File: src/rtl/usb_out_ep_pkg.sv
package usb_out_ep_pkg;

    typedef enum logic [1:0] {
        HS_NONE  = 2'b00,
        HS_ACK   = 2'b01,
        HS_NAK   = 2'b10,
        HS_STALL = 2'b11
    } hs_e;

    typedef enum logic [1:0] {
        RX_IDLE = 2'd0,
        RX_TAKE = 2'd1,
        RX_SKIP = 2'd2
    } rx_st_e;

    localparam int B_ISO   = 0;
    localparam int B_SSTL  = 1;
    localparam int B_AUTO  = 2;
    localparam int B_TINIT = 3;
    localparam int B_PRDY  = 4;
    localparam int B_OVR   = 5;
    localparam int B_FSTL  = 6;
    localparam int B_DERR  = 7;

endpackage

File: src/rtl/ob_rx_fsm.sv
module ob_rx_fsm
    import usb_out_ep_pkg::*;
#(
    parameter int FIFO_BYTES = 64,
    parameter int MAXP_W     = 8
) (
    input  logic              clk,
    input  logic              rst_n,
    input  logic              rx_start,
    input  logic              rx_pid_odd,
    input  logic              rx_byte_vld,
    input  logic              rx_end_ok,
    input  logic              rx_end_err,
    input  logic              iso,
    input  logic              stall_any,
    input  logic              slot_free,
    input  logic              exp_tog,
    input  logic [MAXP_W-1:0] maxp,
    output logic              wr_en,
    output logic              commit,
    output logic              abort,
    output logic [MAXP_W-1:0] pkt_len,
    output logic              set_force,
    output logic              set_derr,
    output logic              set_ovr,
    output logic              tog_flip,
    output logic              hs_vld,
    output logic [1:0]        hs_code
);
    localparam logic [MAXP_W:0] CAP = (MAXP_W+1)'(FIFO_BYTES);

    rx_st_e state, nxt;
    hs_e    pend, pend_n, hs_n;
    logic [MAXP_W-1:0] wcnt;
    logic big, ovf;
    logic too_long, no_room;

    assign too_long = (wcnt >= maxp);
    assign no_room  = ({1'b0, wcnt} >= CAP);
    assign pkt_len  = wcnt;

    // state register
    always_ff @(posedge clk) begin
        if (!rst_n) state <= RX_IDLE;
        else        state <= nxt;
    end

    // next state and per-cycle actions
    always_comb begin
        nxt       = state;
        pend_n    = pend;
        hs_n      = HS_NONE;
        wr_en     = 1'b0;
        commit    = 1'b0;
        abort     = 1'b0;
        set_force = 1'b0;
        set_derr  = 1'b0;
        set_ovr   = 1'b0;
        tog_flip  = 1'b0;
        unique case (state)
            RX_IDLE: begin
                if (rx_start) begin
                    if (stall_any && !iso) begin
                        nxt    = RX_SKIP;
                        pend_n = HS_STALL;
                    end else if (!slot_free) begin
                        nxt     = RX_SKIP;
                        pend_n  = iso ? HS_NONE : HS_NAK;
                        set_ovr = iso;
                    end else if (!iso && (rx_pid_odd != exp_tog)) begin
                        nxt    = RX_SKIP;
                        pend_n = HS_ACK;
                    end else begin
                        nxt = RX_TAKE;
                    end
                end
            end
            RX_TAKE: begin
                wr_en = rx_byte_vld && !big && !ovf && !too_long && !no_room;
                if (rx_end_err) begin
                    nxt      = RX_IDLE;
                    abort    = 1'b1;
                    set_derr = iso;
                end else if (rx_end_ok) begin
                    nxt = RX_IDLE;
                    if (big) begin
                        abort     = 1'b1;
                        set_force = 1'b1;
                        hs_n      = iso ? HS_NONE : HS_STALL;
                    end else if (ovf) begin
                        abort   = 1'b1;
                        set_ovr = 1'b1;
                        hs_n    = iso ? HS_NONE : HS_NAK;
                    end else begin
                        commit   = 1'b1;
                        tog_flip = !iso;
                        hs_n     = iso ? HS_NONE : HS_ACK;
                    end
                end
            end
            RX_SKIP: begin
                if (rx_end_err) begin
                    nxt      = RX_IDLE;
                    set_derr = iso;
                end else if (rx_end_ok) begin
                    nxt  = RX_IDLE;
                    hs_n = pend;
                end
            end
            default: nxt = RX_IDLE;
        endcase
    end

    // registered outputs and packet bookkeeping
    always_ff @(posedge clk) begin
        if (!rst_n) begin
            pend    <= HS_NONE;
            wcnt    <= '0;
            big     <= 1'b0;
            ovf     <= 1'b0;
            hs_vld  <= 1'b0;
            hs_code <= HS_NONE;
        end else begin
            pend    <= pend_n;
            hs_vld  <= (hs_n != HS_NONE);
            hs_code <= hs_n;
            if (state != RX_TAKE) begin
                wcnt <= '0;
                big  <= 1'b0;
                ovf  <= 1'b0;
            end else if (rx_byte_vld) begin
                if (too_long)     big  <= 1'b1;
                else if (no_room) ovf  <= 1'b1;
                if (wr_en)        wcnt <= wcnt + 1'b1;
            end
        end
    end


    handshake_after_end_chk: assert property (@(posedge clk) disable iff (!rst_n)
        hs_vld |-> $past(rx_end_ok));

endmodule

File: src/rtl/ob_store.sv
module ob_store #(
    parameter int FIFO_BYTES = 64,
    parameter int MAXP_W     = 8
) (
    input  logic              clk,
    input  logic              rst_n,
    input  logic              wr_en,
    input  logic [7:0]        wr_data,
    input  logic              commit,
    input  logic              abort,
    input  logic [MAXP_W-1:0] pkt_len,
    input  logic              rd_en,
    input  logic              release_req,
    input  logic              auto_en,
    input  logic [MAXP_W-1:0] maxp,
    output logic [7:0]        fifo_rdata,
    output logic [1:0]        pkt_cnt,
    output logic              slot_free
);
    localparam int AW = $clog2(FIFO_BYTES);
    localparam logic [MAXP_W-1:0] HALF = MAXP_W'(FIFO_BYTES / 2);

    logic [7:0]        mem [FIFO_BYTES];
    logic [AW-1:0]     wr_ptr, wr_base, rd_ptr, rd_base;
    logic [MAXP_W-1:0] rd_cnt;
    logic [MAXP_W-1:0] len_q [2];
    logic [1:0]        cnt;
    logic single, rd_go, auto_hit, rel;

    assign single     = (maxp > HALF);
    assign slot_free  = single ? (cnt == 2'd0) : (cnt < 2'd2);
    assign rd_go      = rd_en && (cnt != 2'd0);
    assign auto_hit   = auto_en && rd_go && ((rd_cnt + 1'b1) == maxp);
    assign rel        = (release_req || auto_hit) && (cnt != 2'd0);
    assign fifo_rdata = mem[rd_ptr];
    assign pkt_cnt    = cnt;

    always_ff @(posedge clk) begin
        if (wr_en) mem[wr_ptr] <= wr_data;
    end

    // write side: open packet pointer rewinds on abort
    always_ff @(posedge clk) begin
        if (!rst_n) begin
            wr_ptr  <= '0;
            wr_base <= '0;
        end else begin
            if (abort)      wr_ptr <= wr_base;
            else if (wr_en) wr_ptr <= wr_ptr + 1'b1;
            if (commit)     wr_base <= wr_ptr;
        end
    end

    // read side and packet length queue
    always_ff @(posedge clk) begin
        if (!rst_n) begin
            rd_ptr   <= '0;
            rd_base  <= '0;
            rd_cnt   <= '0;
            cnt      <= '0;
            len_q[0] <= '0;
            len_q[1] <= '0;
        end else begin
            if (rel) begin
                rd_base <= rd_base + len_q[0][AW-1:0];
                rd_ptr  <= rd_base + len_q[0][AW-1:0];
                rd_cnt  <= '0;
            end else if (rd_go) begin
                rd_ptr <= rd_ptr + 1'b1;
                rd_cnt <= rd_cnt + 1'b1;
            end
            unique case ({commit, rel})
                2'b01: begin
                    len_q[0] <= len_q[1];
                    cnt      <= cnt - 1'b1;
                end
                2'b10: begin
                    len_q[cnt[0]] <= pkt_len;
                    cnt           <= cnt + 1'b1;
                end
                2'b11: begin
                    if (cnt == 2'd1) begin
                        len_q[0] <= pkt_len;
                    end else begin
                        len_q[0] <= len_q[1];
                        len_q[1] <= pkt_len;
                    end
                end
                default: ;
            endcase
        end
    end


    cnt_cap_chk: assert property (@(posedge clk) disable iff (!rst_n)
        cnt <= 2'd2);


    rd_empty_hold_chk: assert property (@(posedge clk) disable iff (!rst_n)
        (rd_en && cnt == 2'd0 && !commit) |=> $stable(rd_ptr));

endmodule

File: src/rtl/ob_csr.sv
module ob_csr
    import usb_out_ep_pkg::*;
#(
    parameter int MAXP_W = 8
) (
    input  logic              clk,
    input  logic              rst_n,
    input  logic              csr_wr,
    input  logic [7:0]        csr_wdata,
    input  logic              maxp_wr,
    input  logic [MAXP_W-1:0] maxp_wdata,
    input  logic              cmd_flush,
    input  logic              pkt_rdy,
    input  logic              set_force,
    input  logic              set_derr,
    input  logic              set_ovr,
    input  logic              tog_flip,
    output logic [7:0]        csr_rdata,
    output logic [MAXP_W-1:0] maxp,
    output logic              iso,
    output logic              stall_any,
    output logic              auto_en,
    output logic              exp_tog,
    output logic              release_req
);
    logic send_stall, tog_init, ovr, fstall, derr;
    logic clr_ovr, clr_fstall, clr_derr;

    assign clr_ovr     = csr_wr && !csr_wdata[B_OVR];
    assign clr_fstall  = csr_wr && !csr_wdata[B_FSTL];
    assign clr_derr    = csr_wr && !csr_wdata[B_DERR];
    assign release_req = (csr_wr && !csr_wdata[B_PRDY]) || cmd_flush;
    assign stall_any   = send_stall || fstall;

    always_comb begin
        csr_rdata          = '0;
        csr_rdata[B_ISO]   = iso;
        csr_rdata[B_SSTL]  = send_stall;
        csr_rdata[B_AUTO]  = auto_en;
        csr_rdata[B_TINIT] = tog_init;
        csr_rdata[B_PRDY]  = pkt_rdy;
        csr_rdata[B_OVR]   = ovr;
        csr_rdata[B_FSTL]  = fstall;
        csr_rdata[B_DERR]  = derr;
    end

    always_ff @(posedge clk) begin
        if (!rst_n) begin
            iso        <= 1'b0;
            send_stall <= 1'b0;
            auto_en    <= 1'b0;
            tog_init   <= 1'b0;
            ovr        <= 1'b0;
            fstall     <= 1'b0;
            derr       <= 1'b0;
            exp_tog    <= 1'b0;
            maxp       <= '0;
        end else begin
            if (csr_wr) begin
                iso        <= csr_wdata[B_ISO];
                send_stall <= csr_wdata[B_SSTL];
                auto_en    <= csr_wdata[B_AUTO];
                tog_init   <= csr_wdata[B_TINIT];
            end
            if (maxp_wr) maxp <= maxp_wdata;
            ovr    <= set_ovr   || (ovr    && !clr_ovr);
            fstall <= set_force || (fstall && !clr_fstall);
            derr   <= set_derr  || (derr   && !clr_derr);
            if (tog_init)      exp_tog <= 1'b0;
            else if (tog_flip) exp_tog <= !exp_tog;
        end
    end


    ovr_clear_only_chk: assert property (@(posedge clk) disable iff (!rst_n)
        $fell(ovr) |-> $past(csr_wr && !csr_wdata[B_OVR]));


    toggle_init_chk: assert property (@(posedge clk) disable iff (!rst_n)
        tog_init |=> !exp_tog);

endmodule

File: src/rtl/usb_out_ep_buf.sv
module usb_out_ep_buf
    import usb_out_ep_pkg::*;
#(
    parameter int FIFO_BYTES = 64,
    parameter int MAXP_W     = 8
) (
    input  logic              clk,
    input  logic              rst_n,
    input  logic              rx_start,
    input  logic              rx_pid_odd,
    input  logic              rx_byte_vld,
    input  logic [7:0]        rx_byte,
    input  logic              rx_end_ok,
    input  logic              rx_end_err,
    output logic              hs_vld,
    output logic [1:0]        hs_code,
    input  logic              csr_wr,
    input  logic [7:0]        csr_wdata,
    output logic [7:0]        csr_rdata,
    input  logic              maxp_wr,
    input  logic [MAXP_W-1:0] maxp_wdata,
    output logic [MAXP_W-1:0] maxp_rdata,
    input  logic              cmd_flush,
    input  logic              fifo_rd,
    output logic [7:0]        fifo_rdata
);
    logic              wr_en, commit, abort, set_force, set_derr, set_ovr, tog_flip;
    logic              iso, stall_any, auto_en, exp_tog, release_req, slot_free, pkt_rdy;
    logic [MAXP_W-1:0] maxp, pkt_len;
    logic [1:0]        pkt_cnt;

    assign pkt_rdy    = (pkt_cnt != 2'd0);
    assign maxp_rdata = maxp;

    ob_rx_fsm #(.FIFO_BYTES(FIFO_BYTES), .MAXP_W(MAXP_W)) u_fsm (
        .clk(clk), .rst_n(rst_n),
        .rx_start(rx_start), .rx_pid_odd(rx_pid_odd), .rx_byte_vld(rx_byte_vld),
        .rx_end_ok(rx_end_ok), .rx_end_err(rx_end_err),
        .iso(iso), .stall_any(stall_any), .slot_free(slot_free), .exp_tog(exp_tog),
        .maxp(maxp), .wr_en(wr_en), .commit(commit), .abort(abort), .pkt_len(pkt_len),
        .set_force(set_force), .set_derr(set_derr), .set_ovr(set_ovr),
        .tog_flip(tog_flip), .hs_vld(hs_vld), .hs_code(hs_code)
    );

    ob_store #(.FIFO_BYTES(FIFO_BYTES), .MAXP_W(MAXP_W)) u_store (
        .clk(clk), .rst_n(rst_n),
        .wr_en(wr_en), .wr_data(rx_byte), .commit(commit), .abort(abort),
        .pkt_len(pkt_len), .rd_en(fifo_rd), .release_req(release_req),
        .auto_en(auto_en), .maxp(maxp), .fifo_rdata(fifo_rdata),
        .pkt_cnt(pkt_cnt), .slot_free(slot_free)
    );

    ob_csr #(.MAXP_W(MAXP_W)) u_csr (
        .clk(clk), .rst_n(rst_n),
        .csr_wr(csr_wr), .csr_wdata(csr_wdata), .maxp_wr(maxp_wr), .maxp_wdata(maxp_wdata),
        .cmd_flush(cmd_flush), .pkt_rdy(pkt_rdy),
        .set_force(set_force), .set_derr(set_derr), .set_ovr(set_ovr), .tog_flip(tog_flip),
        .csr_rdata(csr_rdata), .maxp(maxp), .iso(iso), .stall_any(stall_any),
        .auto_en(auto_en), .exp_tog(exp_tog), .release_req(release_req)
    );


    ready_ack_chk: assert property (@(posedge clk) disable iff (!rst_n)
        ($rose(pkt_rdy) && !$past(iso)) |-> (hs_vld && hs_code == HS_ACK));

endmodule

File: config.mk
export PLATFORM = sky130hd
export DESIGN_NAME = usb_out_ep_buf
export DESIGN_NICKNAME = d
export VERILOG_FILES = /design/src/rtl/usb_out_ep_pkg.sv /design/src/rtl/ob_rx_fsm.sv /design/src/rtl/ob_store.sv /design/src/rtl/ob_csr.sv /design/src/rtl/usb_out_ep_buf.sv
export SDC_FILE = /design/constraint.sdc
export NUM_CORES = 1
export LEC_CHECK = 0
export ABC_AREA = 1
export BUFFER_PORTS_ARGS = -buffer_cell sky130_fd_sc_hd__buf_4
export CORE_MARGIN = 2
export CORE_UTILIZATION = 25
export CTS_BUF_LIST = sky130_fd_sc_hd__clkbuf_4
export DETAILED_ROUTE_END_ITERATION = 7
export PLACE_DENSITY_LB_ADDON = 0.1
export REMOVE_ABC_BUFFERS = 1
export SYNTH_ARGS = -nofsm -noshare
export SYNTH_HDL_FRONTEND = slang
export SYNTH_SLANG_ARGS = --single-unit
File: constraint.sdc
create_clock -name clk -period 3.4 [get_ports clk]
set_input_delay 0.51 -clock clk [delete_from_list [all_inputs] [get_ports clk]]
set_output_delay 0.51 -clock clk [all_outputs]
set_load 0.01 [all_outputs]
* Word level (Yosys, flattened, before mapping)
Memory sizes are Yosys's and may differ from the RTL's. A register that Yosys moved wholly into a read port is not among the register bits. Index checks and enable logic that the tools add are counted.
Storage, ports and cells: register bits 67, latch bits 0, RAM bits 528, memory bits (read-only) 0, word-level logic and storage cells 187, memories 2
Memory list:
- u_store.mem | words 64, width 8, read ports 1, clocked after memory_dff 1, write ports 1, line ob_store.sv:23 | logic [7:0] mem [FIFO_BYTES];
- u_store.len_q | words 2, width 8, read ports 2, clocked after memory_dff 0, write ports 2, line ob_store.sv:26 | logic [MAXP_W-1:0] len_q [2];
Cells by class: add/sub/neg operators 7, multiply operators 0, divide/modulo/power cells 0, order comparisons 4, eq/ne operators 12, shift-type cells 0, muxes and demuxes 81, bitwise logic cells 6, reduce and logical (&&, ||, !) cells 53
Operators with widths (number):
- $mux 1 | 49
- $mux 8 | 5
- $mux 6 | 6
- $mux 2 | 17
- $logic_and 1x1->1 | 17
- $add 8x1->8 const B | 2
- $logic_not 1->1 | 13
- $add 6x1->6 const B | 2
- $pmux 2 s2 | 3
- $reduce_bool 2->1 | 5
- $eq 8x8->1 | 1
- $ge 8x7->1 const B | 1
- $ge 8x8->1 | 1
- $gt 8x6->1 const B | 1
- $reduce_or 2->1 | 4
- $reduce_or 8->1 | 1
- $add 6x6->6 | 1
- $eq 2x1->1 const B | 3
- $eq 2x2->1 const B | 3
- $logic_or 1x1->1 | 6
- $reduce_and 2->1 | 3
- $reduce_and 3->1 | 2
- $logic_not 2->1 | 2
- $or 1x1->1 | 4
- 10 further kinds | 11

* Logic depth before layout (Yosys ltp)
Gate-level depths: netlist of run 1.
depth after elaboration 14, mapped depth 18, mapped depth without buffers 16

* Cells and area by module
Synthesis of run 1 repeated with hierarchy kept, for this count alone.
Unflattened totals: cell total of the unflattened synthesis 2164, area, all modules 24833.8 um2
Modules (own cells, without submodules):
- ob_store | times used 1, cells each 1914, area each 23035.8 um2, sequential area each 16535.9 um2
- ob_rx_fsm | times used 1, cells each 162, area each 1141.1 um2, sequential area each 340.3 um2
- ob_csr | times used 1, cells each 85, area each 645.6 um2, sequential area each 320.3 um2
- usb_out_ep_buf | times used 1, cells each 3, area each 11.3 um2, sequential area each 0.0 um2

* Worst setup path before layout of run 1
Ideal clock, no wire load.
kind reg2reg, from register u_store.cnt[0] (netlist: u_store.pkt_cnt[0]), to memory u_store.len_q[0][0] (enable), setup time 291 ps, data arrival time 2563 ps, data required time 3109 ps, path slack 546 ps, cell stages (with the launch flop) 18, cells stage by stage dfxtp_1 > inv_1 > ha_1 > inv_2 > nand2_2 > nor2_1 > nand3_1 > nor2_1 > nand3_1 > nor2_1 > nand2_2 > nand2_2 > nand2_4 > buf_6 > ha_1 > nand3_1 > clkbuf_1 > nand2_1
RTL lines:
- start, declared | line ob_store.sv:27 | logic [1:0] cnt;
- start signal, assigned | line ob_store.sv:75 | cnt <= cnt - 1'b1;
- start signal, assigned | line ob_store.sv:79 | cnt <= cnt + 1'b1;
- end, declared | line ob_store.sv:26

==> flow_summary.toml, run 1 <==
[timing]
worst_slew_pin_slew_ns = 0.944
setup_ws_ns = -0.428
grt_setup_unrepaired = "yes"
slew_viol_final = 0
finalCriticalPeriod_ns = 3.83
finalSetupViolCount = 8
fmax_ghz = 0.261
post-route-period-util_pct = 113
slew_headroom_pct = 37.1
finClkSkew_ns = 0.0733
hold_violations = 0

[finish]
final_nets = 2524
final_util_pct = 32.2
syn2layout_area_growth_pct = 28.2
num-fill-cells = 10046
drive_above_1_share_pct = 23.6

[setup_path]
critical_path_class = "reg -> out"
critPathLaunchType = "register"
required_ns = 2.89
endpoint_kind = "output pin"
critPathMaxFanout = 19
cp_data_arrival_time_ns = 3.32

[min_path]
hp-class = "in -> reg"

[floorplanning]
die_width_microns = 318
start_util_pct = 25.1
rows = 115
coreArea_sq_mm = 0.0981
io_pins = 62
die_h_microns = 318
dieArea_sq_mm = 0.101

[power]
ir_drop_uv = 358
p_int_mw = 15.5
p_clk_share_pct = 28.1
p_leak_nw = 11.2
pwr-share-seq_pct = 33.9
p_sw_share_pct = 37.3
p_comb_share_pct = 37.9
p_sw_mw = 9.23
p_total_mw = 24.7
pwr_density_cell_mw_per_mm2 = 783

[clocking]
cts_tree = "done"
cts_root_buf = "clkbuf_4"
clock-sinks = 597
cts_buffers = 170
clockBufferDepth = 3
clk_pin_slew_ns = 0.07
clk_latency_ns = 1.06
ctsHtreeMaxLevel = 4

[route]
via_count = 18402
remaining_drc_errors = 0
drt-met1-wl_mm = 39.2
met2WireLength_mm = 42.0
drt-initial-drc-count = 1438
dr_wl_met3_mm = 4.10
drtPass1Iterations = 7
top_layer = "met4"
via_per_inst = 4.73
routed_wl_mm = 87.5
postRouteAntennaNets = 0
wl_per_cell_microns = 22.5

[synthesis]
syn_avg_cell_area_sq_um = 11.5
yosys_warnings = 0
syn-instance-count = 2138
synth_cell_types = 43
ys_seq_area_share_pct = 69.7
syn_area_sq_mm = 0.0247
synth-seq-cells = 597

[run_status]
violations = "setup timing"
status = "complete, but fails checks"

[job]
max_cap_violations = 0

[placed_design]
io_buffers = 61
place_ws_ns = 0.303
place.gp.congestion = 0.763
hpwl_mm = 48.4

[global_route]
antenna_found_initial = 2
grt_first_pass_wirelength_mm = 127
grt_max_degree = 65
gr-total-overflow = 0
grt_pass1_vias = 18709
track_usage_pct = 17.1
==> metrics by stage <==
| stage | area (sq um) | TNS (ns) | hold WS, ns | cells |
|---|---|---|---|---|
| 2_1_floorplan | 24100 | -58.24 | 0.425 | 2005 |
| 3_3_place_gp | 27200 | 0 | 0.445 | 3470 |
| 4_1_cts | 31400 | -4.15 | 0.00205 | 3881 |
| 6_report | 31600 | -2.83 | 0.112 | 3891 |
| 3_5_place_dp | 27200 | 0 | 0.450 | 3470 |
| 5_1_grt | 31600 | -4.25 | 0.0468 | 3891 |
==> final timing paths <==
kind / start / to / slack, ns / cells after the start
hold / removal: rx_byte[3] / u_store.mem[49][3] / 0.11 / 1
setup / recovery: register / fifo_rdata[2] / -0.43 / 10
setup reg to reg: u_csr.maxp[5] / u_store.mem[13][6] / 0.33 / 13
hold reg to reg: u_store.rd_base[0] / u_store.rd_base[0] / 0.47 / 2
==> synthesized netlist by cell type <==
| cell type | count | share of area (%) |
|---|---|---|
| nand2_1 | 128 | 1.9 |
| nand2_2 | 4 | 0.10 |
| o22ai_1 | 137 | 3.5 |
| xnor2_1 | 5 | 0.18 |
| a21oi_4 | 1 | 0.066 |
| nor3_1 | 14 | 0.28 |
| clkinv_1 | 2 | 0.030 |
| fa_1 | 1 | 0.081 |
| inv_2 | 1 | 0.015 |
| o22ai_2 | 2 | 0.10 |
| and3_1 | 1 | 0.025 |
| a31oi_1 | 2 | 0.051 |
| nand3b_2 | 1 | 0.046 |
| dfxtp_1 | 73 | 5.9 |
| o211ai_1 | 25 | 0.76 |
| o21ai_1 | 4 | 0.081 |
| buf_4 | 10 | 0.30 |
| nand3_1 | 61 | 1.2 |
| a211oi_1 | 1 | 0.030 |
| nor4_1 | 2 | 0.051 |
| inv_1 | 90 | 1.4 |
| clkbuf_1 | 95 | 1.4 |
| nand3_2 | 1 | 0.041 |
| o21ai_0 | 368 | 7.5 |
| a21o_1 | 2 | 0.061 |
| nand2_4 | 1 | 0.046 |
| xor2_1 | 13 | 0.46 |
| a21oi_1 | 54 | 1.1 |
| nor2_2 | 4 | 0.10 |
| o221ai_1 | 17 | 0.60 |
| edfxtp_1 | 524 | 64 |
| o21a_1 | 1 | 0.030 |
| buf_2 | 23 | 0.47 |
| ha_1 | 24 | 1.2 |
| buf_1 | 3 | 0.046 |
| a32oi_1 | 1 | 0.036 |
| buf_6 | 2 | 0.091 |
| nand4_1 | 7 | 0.18 |
| nand3b_1 | 1 | 0.030 |
| and2_1 | 1 | 0.025 |
| o31ai_1 | 1 | 0.030 |
| or2_2 | 5 | 0.13 |
| nor2_1 | 425 | 6.5 |
==> worst max-delay path: stages, from the launching register on <==
cell,delay [ns]
dfxtp_4,0.38
buf_12,0.15
inv_6,0.07
bufbuf_16,0.29
o21ai_0,0.16
o22ai_1,0.10
o21ai_0,0.18
o22ai_1,0.12
o211ai_1,0.47
nand2_2,0.16
buf_6,0.16
==> state kept, by name (all words and copies together) (netlist names), 2 cells and up, named ones only <==
name	flops
u_fsm.state	2
u_csr.maxp	8
u_fsm.pend	2
u_store.wr_ptr	6
u_store.rd_ptr	6
u_store.rd_cnt	8
u_fsm.pkt_len	8
u_store.len_q	12
u_fsm.hs_code	2
u_store.wr_base	6
u_store.mem	512
u_store.rd_base	6
u_store.pkt_cnt	2
==> kinds of logic after synthesis <==
group	synth area share [%]
flops	69.7
fa+ha+maj	1.30
xor+xnor	0.639
buf+inv	3.77
simple gates	10.7
compound gates	13.9
==> area by class of cell <==
class,instances,area [sq um],area share [%]
Tap cell,1287,1610,5.09
Clock buffer,260,1950,6.17
Clock inverter,46,304,0.962
Timing Repair inverter,3,36.3,0.115
Multi-Input combinational cell,1315,6970,22.1
Timing Repair Buffer,284,3140,9.93
Inverter,93,384,1.21
Antenna cell,6,15.0,0.0475
Sequential cell,597,17200,54.4
==> cells in the final DEF (no fill, tap or decap), types with 10 or more instances in the layout <==
master / instances
a21oi_1: 54
buf_12: 13
buf_16: 21
buf_4: 168
buf_6: 10
clkbuf_4: 260
clkinv_1: 35
dfxtp_1: 70
dlygate4sd3_1: 58
edfxtp_1: 524
ha_1: 24
inv_1: 87
nand2_1: 120
nand2_2: 11
nand3_1: 57
nor2_1: 408
nor2_2: 19
nor3_1: 14
o211ai_1: 25
o21ai_0: 299
o21ai_1: 59
o21ai_2: 13
o221ai_1: 10
o22ai_1: 102
o22ai_2: 37
xor2_1: 13
==> power groups by stage <==
| stage | clock, mW | sequential, mW | combinational [mW] |
|---|---|---|---|
| floorplan | 0 | 8.84 | 3.31 |
| global placement | 0 | 8.54 | 7.02 |
| detailed placement | 0 | 8.54 | 6.96 |
| CTS | 7.24 | 8.39 | 9.16 |
| global route | 7.63 | 8.42 | 10.0 |
| finish | 6.96 | 8.40 | 9.39 |
==> what timing repair did <==
item | 4_1_cts | 5_1_grt
cloned | 22 | 3
pin swaps | 37 | 33
gates resized for setup | 157 | 65
hold buffers | 58 | 0
setup buffers | 25 | 1
setup endpoints to repair | 8 | 8
endpoints found under the hold margin | 152 | 0
==> per-layer routing <==
metal  up-vias  track usage [%]
met1      9171             22.1
met5         -                0
met2       526             28.2
met4         0             6.25
li1       8557                -
met3       148             3.65
Power figures use the tool's default switching activity.
==> run 2, diff against run 1 <==
Settings changed: BUFFER_PORTS_ARGS -buffer_cell sky130_fd_sc_hd__buf_4 to -buffer_cell sky130_fd_sc_hd__buf_2.
==> run 2 against run 1 <==
  * The run still ends with setup timing left
  * Utilization fell by 0.22 points
  * Clock power fell by 3%
  * Critical path depth did not move
  * Worst setup slack improved by 0.083 ns
  * Non-clock buffer count rose by 3
  * Register-to-register slack got worse by 0.07 ns
  * Combinational power fell by 5.9%
  * Flip-flop and latch count did not move
  * Clock-buffer cell count fell by 3
  * First-iteration DRC count rose by 4.6%
  * Clock skew fell by 0.0085 ns
  * Die area did not move
  * Critical endpoint is now fifo_rdata[6]
  * Largest power group unchanged
  * Highest routed layer unchanged
==> flow_summary.toml, run 2 (same netlist as run 1, synthesis figures left out) <==
[run_status]
status = "complete, but fails checks"
violations = "setup timing"

[floorplanning]
die_width_microns = 318
rows = 115
dieArea_sq_mm = 0.101
die_h_microns = 318
coreArea_sq_mm = 0.0981
start_util_pct = 25.1
io_pins = 62

[placed_design]
hpwl_mm = 51.8
io_buffers = 61
place.gp.congestion = 0.816
placed_cells = 3484

[finish]
num-fill-cells = 10102
layout_commonest_cell = "edfxtp_1"
final_cell_mix = "524 x edfxtp_1, 412 x nor2_1, 290 x o21ai_0, 257 x clkbuf_4, 121 x buf_4"
reg_top3 = "u_store.mem x512, u_store.len_q x12"
final_nets = 2530
layout.cells.non_filler = 3892
final_util_pct = 32.0
drive_above_1_share_pct = 24.3
largest_reg_flops = 512
multiInputGateArea_sq_mm = 0.00701
top_register = "u_store.mem"
register_area_sq_mm = 0.0172
syn2layout_area_growth_pct = 27.3

[setup_path]
critical_path_class = "reg -> out"
r2r-end = "u_store.mem[23][4]"
critPathLaunchType = "register"
endpoint_kind = "output pin"
required_ns = 2.89
r2r_slack_ns = 0.26
critPathCapture = "fifo_rdata[6]"
cp_data_arrival_time_ns = 3.23
critPathMaxFanout = 11
reg2reg_from = "u_csr.maxp[5]"
ff2ff_path_depth = 12

[clocking]
clockBufferDepth = 3
cts_buffers = 171
cts_tree = "done"
cts_root_buf = "clkbuf_4"
clock-sinks = 597
ctsHtreeMaxLevel = 4
clk_latency_ns = 1.06
clk_pin_slew_ns = 0.06

[timing]
finClkSkew_ns = 0.0649
hold_violations = 0
setup_ws_ns = -0.345
slew_viol_final = 0
worst_slew_pin_slew_ns = 0.895
slew_headroom_pct = 40.3
finalSetupViolCount = 8
fmax_ghz = 0.267
grt_setup_unrepaired = "yes"
hold_ws_ns = 0.0875
finalCriticalPeriod_ns = 3.74
post-route-period-util_pct = 110

[power]
p_int_mw = 14.9
ir_drop_uv = 313
pwr-share-seq_pct = 35.0
p_sw_mw = 9.07
pwr_density_cell_mw_per_mm2 = 765
p_comb_share_pct = 36.8
p_leak_nw = 11.1
p_sw_share_pct = 37.8
p_clk_share_pct = 28.2

[route]
remaining_drc_errors = 0
routed_wl_mm = 87.4
via_per_inst = 4.69
drt-initial-drc-count = 1504
wl_per_cell_microns = 22.4
drtPass1Iterations = 5
postRouteAntennaNets = 0
via_count = 18272

[global_route]
grt_first_pass_wirelength_mm = 124
antenna_found_initial = 5
grt_max_degree = 65
gr-total-overflow = 0
track_usage_pct = 16.6
grt_pass1_vias = 18580

[min_path]
hp-class = "in -> reg"

[job]
max_cap_violations = 0
-- run 2: cell count changes in the layout (fill, tap and decap cells not counted), moves of 6 or more --
cell and change:
buf_16 -6, buf_2 +59, buf_4 -47, clkbuf_16 +6
clkinv_1 -6, dlygate4sd3_1 -9, o21ai_0 -9, o21ai_2 +7
-- run 2: worst max-delay path, cell delays in order, from the launching register on --
cell,delay (ns)
dfxtp_4,0.42
buf_12,0.18
clkinv_16,0.11
buf_8,0.17
o21ai_2,0.16
o22ai_2,0.12
o21ai_2,0.16
o22ai_2,0.10
o211ai_1,0.38
nand2_1,0.18
buf_2,0.18
-- run 2: metal layers --
layer	vias up	track usage (%)	wire (microns)
met5	-	0	0
met4	0	5.90	2040
met3	119	3.65	4580
met2	541	26.9	41200
met1	9053	21.8	39600
li1	8559	-	-
-- run 2: worst min path at each step --
stage                       startpoint                 end  slack [ns]  cells past startpoint
CTS                         rx_byte[2]  u_store.mem[47][2]       0.003                      1
detailed placement  u_store.rd_base[0]  u_store.rd_base[0]        0.46                      2
floorplan           u_store.rd_base[0]  u_store.rd_base[0]        0.43                      2
finish                      rx_byte[2]  u_store.mem[44][2]        0.09                      1
global route                    csr_wr           u_csr.iso       0.003                      4
global placement    u_store.rd_base[0]  u_store.rd_base[0]        0.44                      2
-- run 2: what timing repair did --
action | CTS | global route
pin swaps | 32 | 47
resized for setup | 108 | 127
setup buffers | 24 | 5
endpoints found under the hold margin | 147 | 0
hold buffers | 49 | 0
setup endpoints to repair | 8 | 370
gates cloned | 12 | 11
-- run 2: power groups by stage --
stage               Sequential (mW)  Clock [mW]  Combinational (mW)
global route                   8.42        7.42                9.48
floorplan                      8.84           0                3.31
CTS                            8.40        7.05                8.13
global placement               8.55           0                6.91
finish                         8.39        6.78                8.84
detailed placement             8.55           0                6.84
-- run 2: cell type report --
type | count | area share, %
repair buffers | 287 | 9.32
clock inverters | 42 | 0.809
multi-input cells | 1315 | 22.3
repair inverters | 5 | 0.179
clock buffers | 257 | 6.14
well taps | 1287 | 5.13
inverters | 93 | 1.25
diodes | 9 | 0.0717
flip-flops and latches | 597 | 54.8
-- run 2: per-stage QoR --
stage / TNS (ns) / cell area [sq um] / power (mW) / setup WS [ns]
3_5_place_dp: 0 / 27200 / 15.4 / 0.0733
5_1_grt: -3.86 / 31400 / 25.3 / -0.525
3_3_place_gp: 0 / 27200 / 15.5 / 0.0291
6_report: -2.33 / 31400 / 24.0 / -0.345
4_1_cts: -3.81 / 30700 / 23.6 / -0.493
2_1_floorplan: -58.24 / 24100 / 12.2 / -7.37
==> run 3, diff against run 2 <==
Settings changed: BUFFER_PORTS_ARGS -buffer_cell sky130_fd_sc_hd__buf_2 to unset, DONT_BUFFER_PORTS set to 1, SETUP_SLACK_MARGIN set to 0.05, TNS_END_PERCENT set to 30.
==> run 3 against run 2 <==
  * The run still ends with setup timing left
  * Utilization grew 0.34 points
  * Critical path depth is the same
  * Highest routed layer unchanged
  * Clock power shrank 0.6%
  * Critical path type unchanged
  * Clock-buffer cell count shrank 21
  * Routed wire length grew 0.75%
==> flow_summary.toml, run 3 (same netlist as run 1, synthesis figures left out) <==
[setup_path]
cp_cell_sequence = "buf_12, buf_12, buf_12, buf_16, o21ai_0, o22ai_1, o21ai_1, o211ai_1, o211ai_1, nand2_2"
endpoint_kind = "output pin"
slowest_delay_ns = 0.38
critPathMaxFanout = 6
path_common_cell = "buf_12"
critPathLaunchType = "register"
critical_path_class = "reg -> out"
critPathSlowestCell = "o211ai_1"
required_ns = 2.89
cp_data_arrival_time_ns = 3.25

[clocking]
cts_buffers = 167
clock-sinks = 597
clockBufferDepth = 3
ctsHtreeMaxLevel = 4
cts_root_buf = "clkbuf_4"
cts_tree = "done"
clk_pin_slew_ns = 0.07
clk_latency_ns = 1.06

[finish]
register_area_sq_mm = 0.0172
drive_above_1_share_pct = 22.6
layout.cells.non_filler = 3851
final_cell_mix = "524 x edfxtp_1, 413 x nor2_1, 307 x o21ai_0, 236 x clkbuf_4, 117 x nand2_1"
top_register = "u_store.mem"
layout_commonest_cell = "edfxtp_1"
final_nets = 2493
multiInputGateArea_sq_mm = 0.00703
syn2layout_area_growth_pct = 28.7
final_area_sq_mm = 0.0317
reg_top3 = "u_store.mem x512, u_store.len_q x12"
num-fill-cells = 10017
largest_reg_flops = 512

[placed_design]
place.gp.congestion = 0.752
io_buffers = 0
placed_cells = 3401
hpwl_mm = 48.3
dpl-instance-area_sq_mm = 0.0267
place_ws_ns = 0.163

[route]
remaining_drc_errors = 0
routed_wl_mm = 88.0
drtPass1Iterations = 5
via_count = 18158
drt-initial-drc-count = 1406
postRouteAntennaNets = 0
wl_per_cell_microns = 22.9
via_per_inst = 4.72

[global_route]
grt_first_pass_wirelength_mm = 124
antenna_found_initial = 2
track_usage_pct = 16.8
grt_pass1_vias = 18517
gr-total-overflow = 0
grt_max_degree = 67

[timing]
hold_violations = 0
post-route-period-util_pct = 110
grt_setup_unrepaired = "yes"
fmax_ghz = 0.266
worst_slew_pin_slew_ns = 0.850
setup_ws_ns = -0.357
hold_ws_ns = 0.0860
slew_viol_final = 0
finClkSkew_ns = 0.0636
finalCriticalPeriod_ns = 3.76
finalSetupTns_ns = -2.03
slew_headroom_pct = 43.3
finalSetupViolCount = 8

[job]
max_cap_violations = 0

[power]
pwr_density_cell_mw_per_mm2 = 778
p_sw_mw = 9.39
p_clk_share_pct = 27.3
p_leak_nw = 11.1
p_int_mw = 15.3
ir_drop_uv = 305
p_sw_share_pct = 38.0
pwr-share-seq_pct = 34.1
p_comb_share_pct = 38.6

[run_status]
status = "complete, but fails checks"
violations = "setup timing"

[floorplanning]
die_h_microns = 318
rows = 115
die_width_microns = 318
io_pins = 62
coreArea_sq_mm = 0.0981
start_util_pct = 25.1
dieArea_sq_mm = 0.101

[min_path]
hp-class = "in -> reg"
[run 3: cell types whose count changed in the layout (fill, tap and decap cells not counted), moves of 11 or more]
cell,before,now
buf_16,15,33
dlygate4sd3_1,49,62
o21ai_1,58,47
o21ai_0,290,307
clkbuf_4,257,236
buf_2,59,0
[run 3: path summary, 6_finish.rpt]
kind / start / to / slack (ns) / cells after the start
hold / removal: csr_wr / u_csr.derr / 0.09 / 4
setup reg to reg: u_fsm.state[1] / u_store.wr_base[1] / 0.31 / 10
setup / recovery: register / fifo_rdata[3] / -0.36 / 10
hold reg to reg: u_store.rd_base[0] / u_store.rd_base[0] / 0.45 / 2
[run 3: routing by layer]
layer	wire [microns]	track usage [%]	vias up	share of wire, %
met2	41200	26.7	487	47
met3	4070	3.63	137	4.6
met1	40400	22.2	9042	46
met5	0	0	-	0
met4	2340	6.46	0	2.7
li1	-	-	8492	-
[run 3: power by group through the flow]
stage	clock [mW]	combinational (mW)	sequential, mW
after CTS	6.99	8.93	8.46
after global routing	7.37	10.2	8.45
after floorplan	0	3.31	8.84
after global placement	0	6.52	8.58
after detailed placement	0	6.48	8.58
final	6.74	9.54	8.42
[run 3: cell type report]
class                           count  share of cell area (%)
Sequential cell                   597                    54.2
Multi-Input combinational cell   1315                    22.1
Timing Repair Buffer              258                    10.5
Clock buffer                      236                    5.58
Tap cell                         1287                    5.07
Inverter                           93                    1.24
Clock inverter                     59                    1.19
Antenna cell                        5                  0.0394
Timing Repair inverter              1                  0.0355
[run 3: worst max-delay path: cells and delay by family (launching register included)]
family | cells | cell delay [ns]
AOI/OAI and AO/OA | 5 | 1.17
DFF | 1 | 0.37
and+or+nand+nor | 1 | 0.22
buffers and inverters | 4 | 0.46
[run 3: timing repair]
item                                    CTS  global route
pin swaps                                48            47
endpoints found under the setup margin    8           415
endpoints found under the hold margin   609             7
hold buffers                             70             1
resized for setup                       145            88
gates cloned                             22             9
buffers inserted                         35            15
[run 3: per-stage QoR]
stage,power [mW],util [%]
after CTS,24.4,31.8
after global placement,15.1,27.2
after global routing,26.0,32.3
after floorplan,12.2,-
after detailed placement,15.1,27.2
final,24.7,32.3
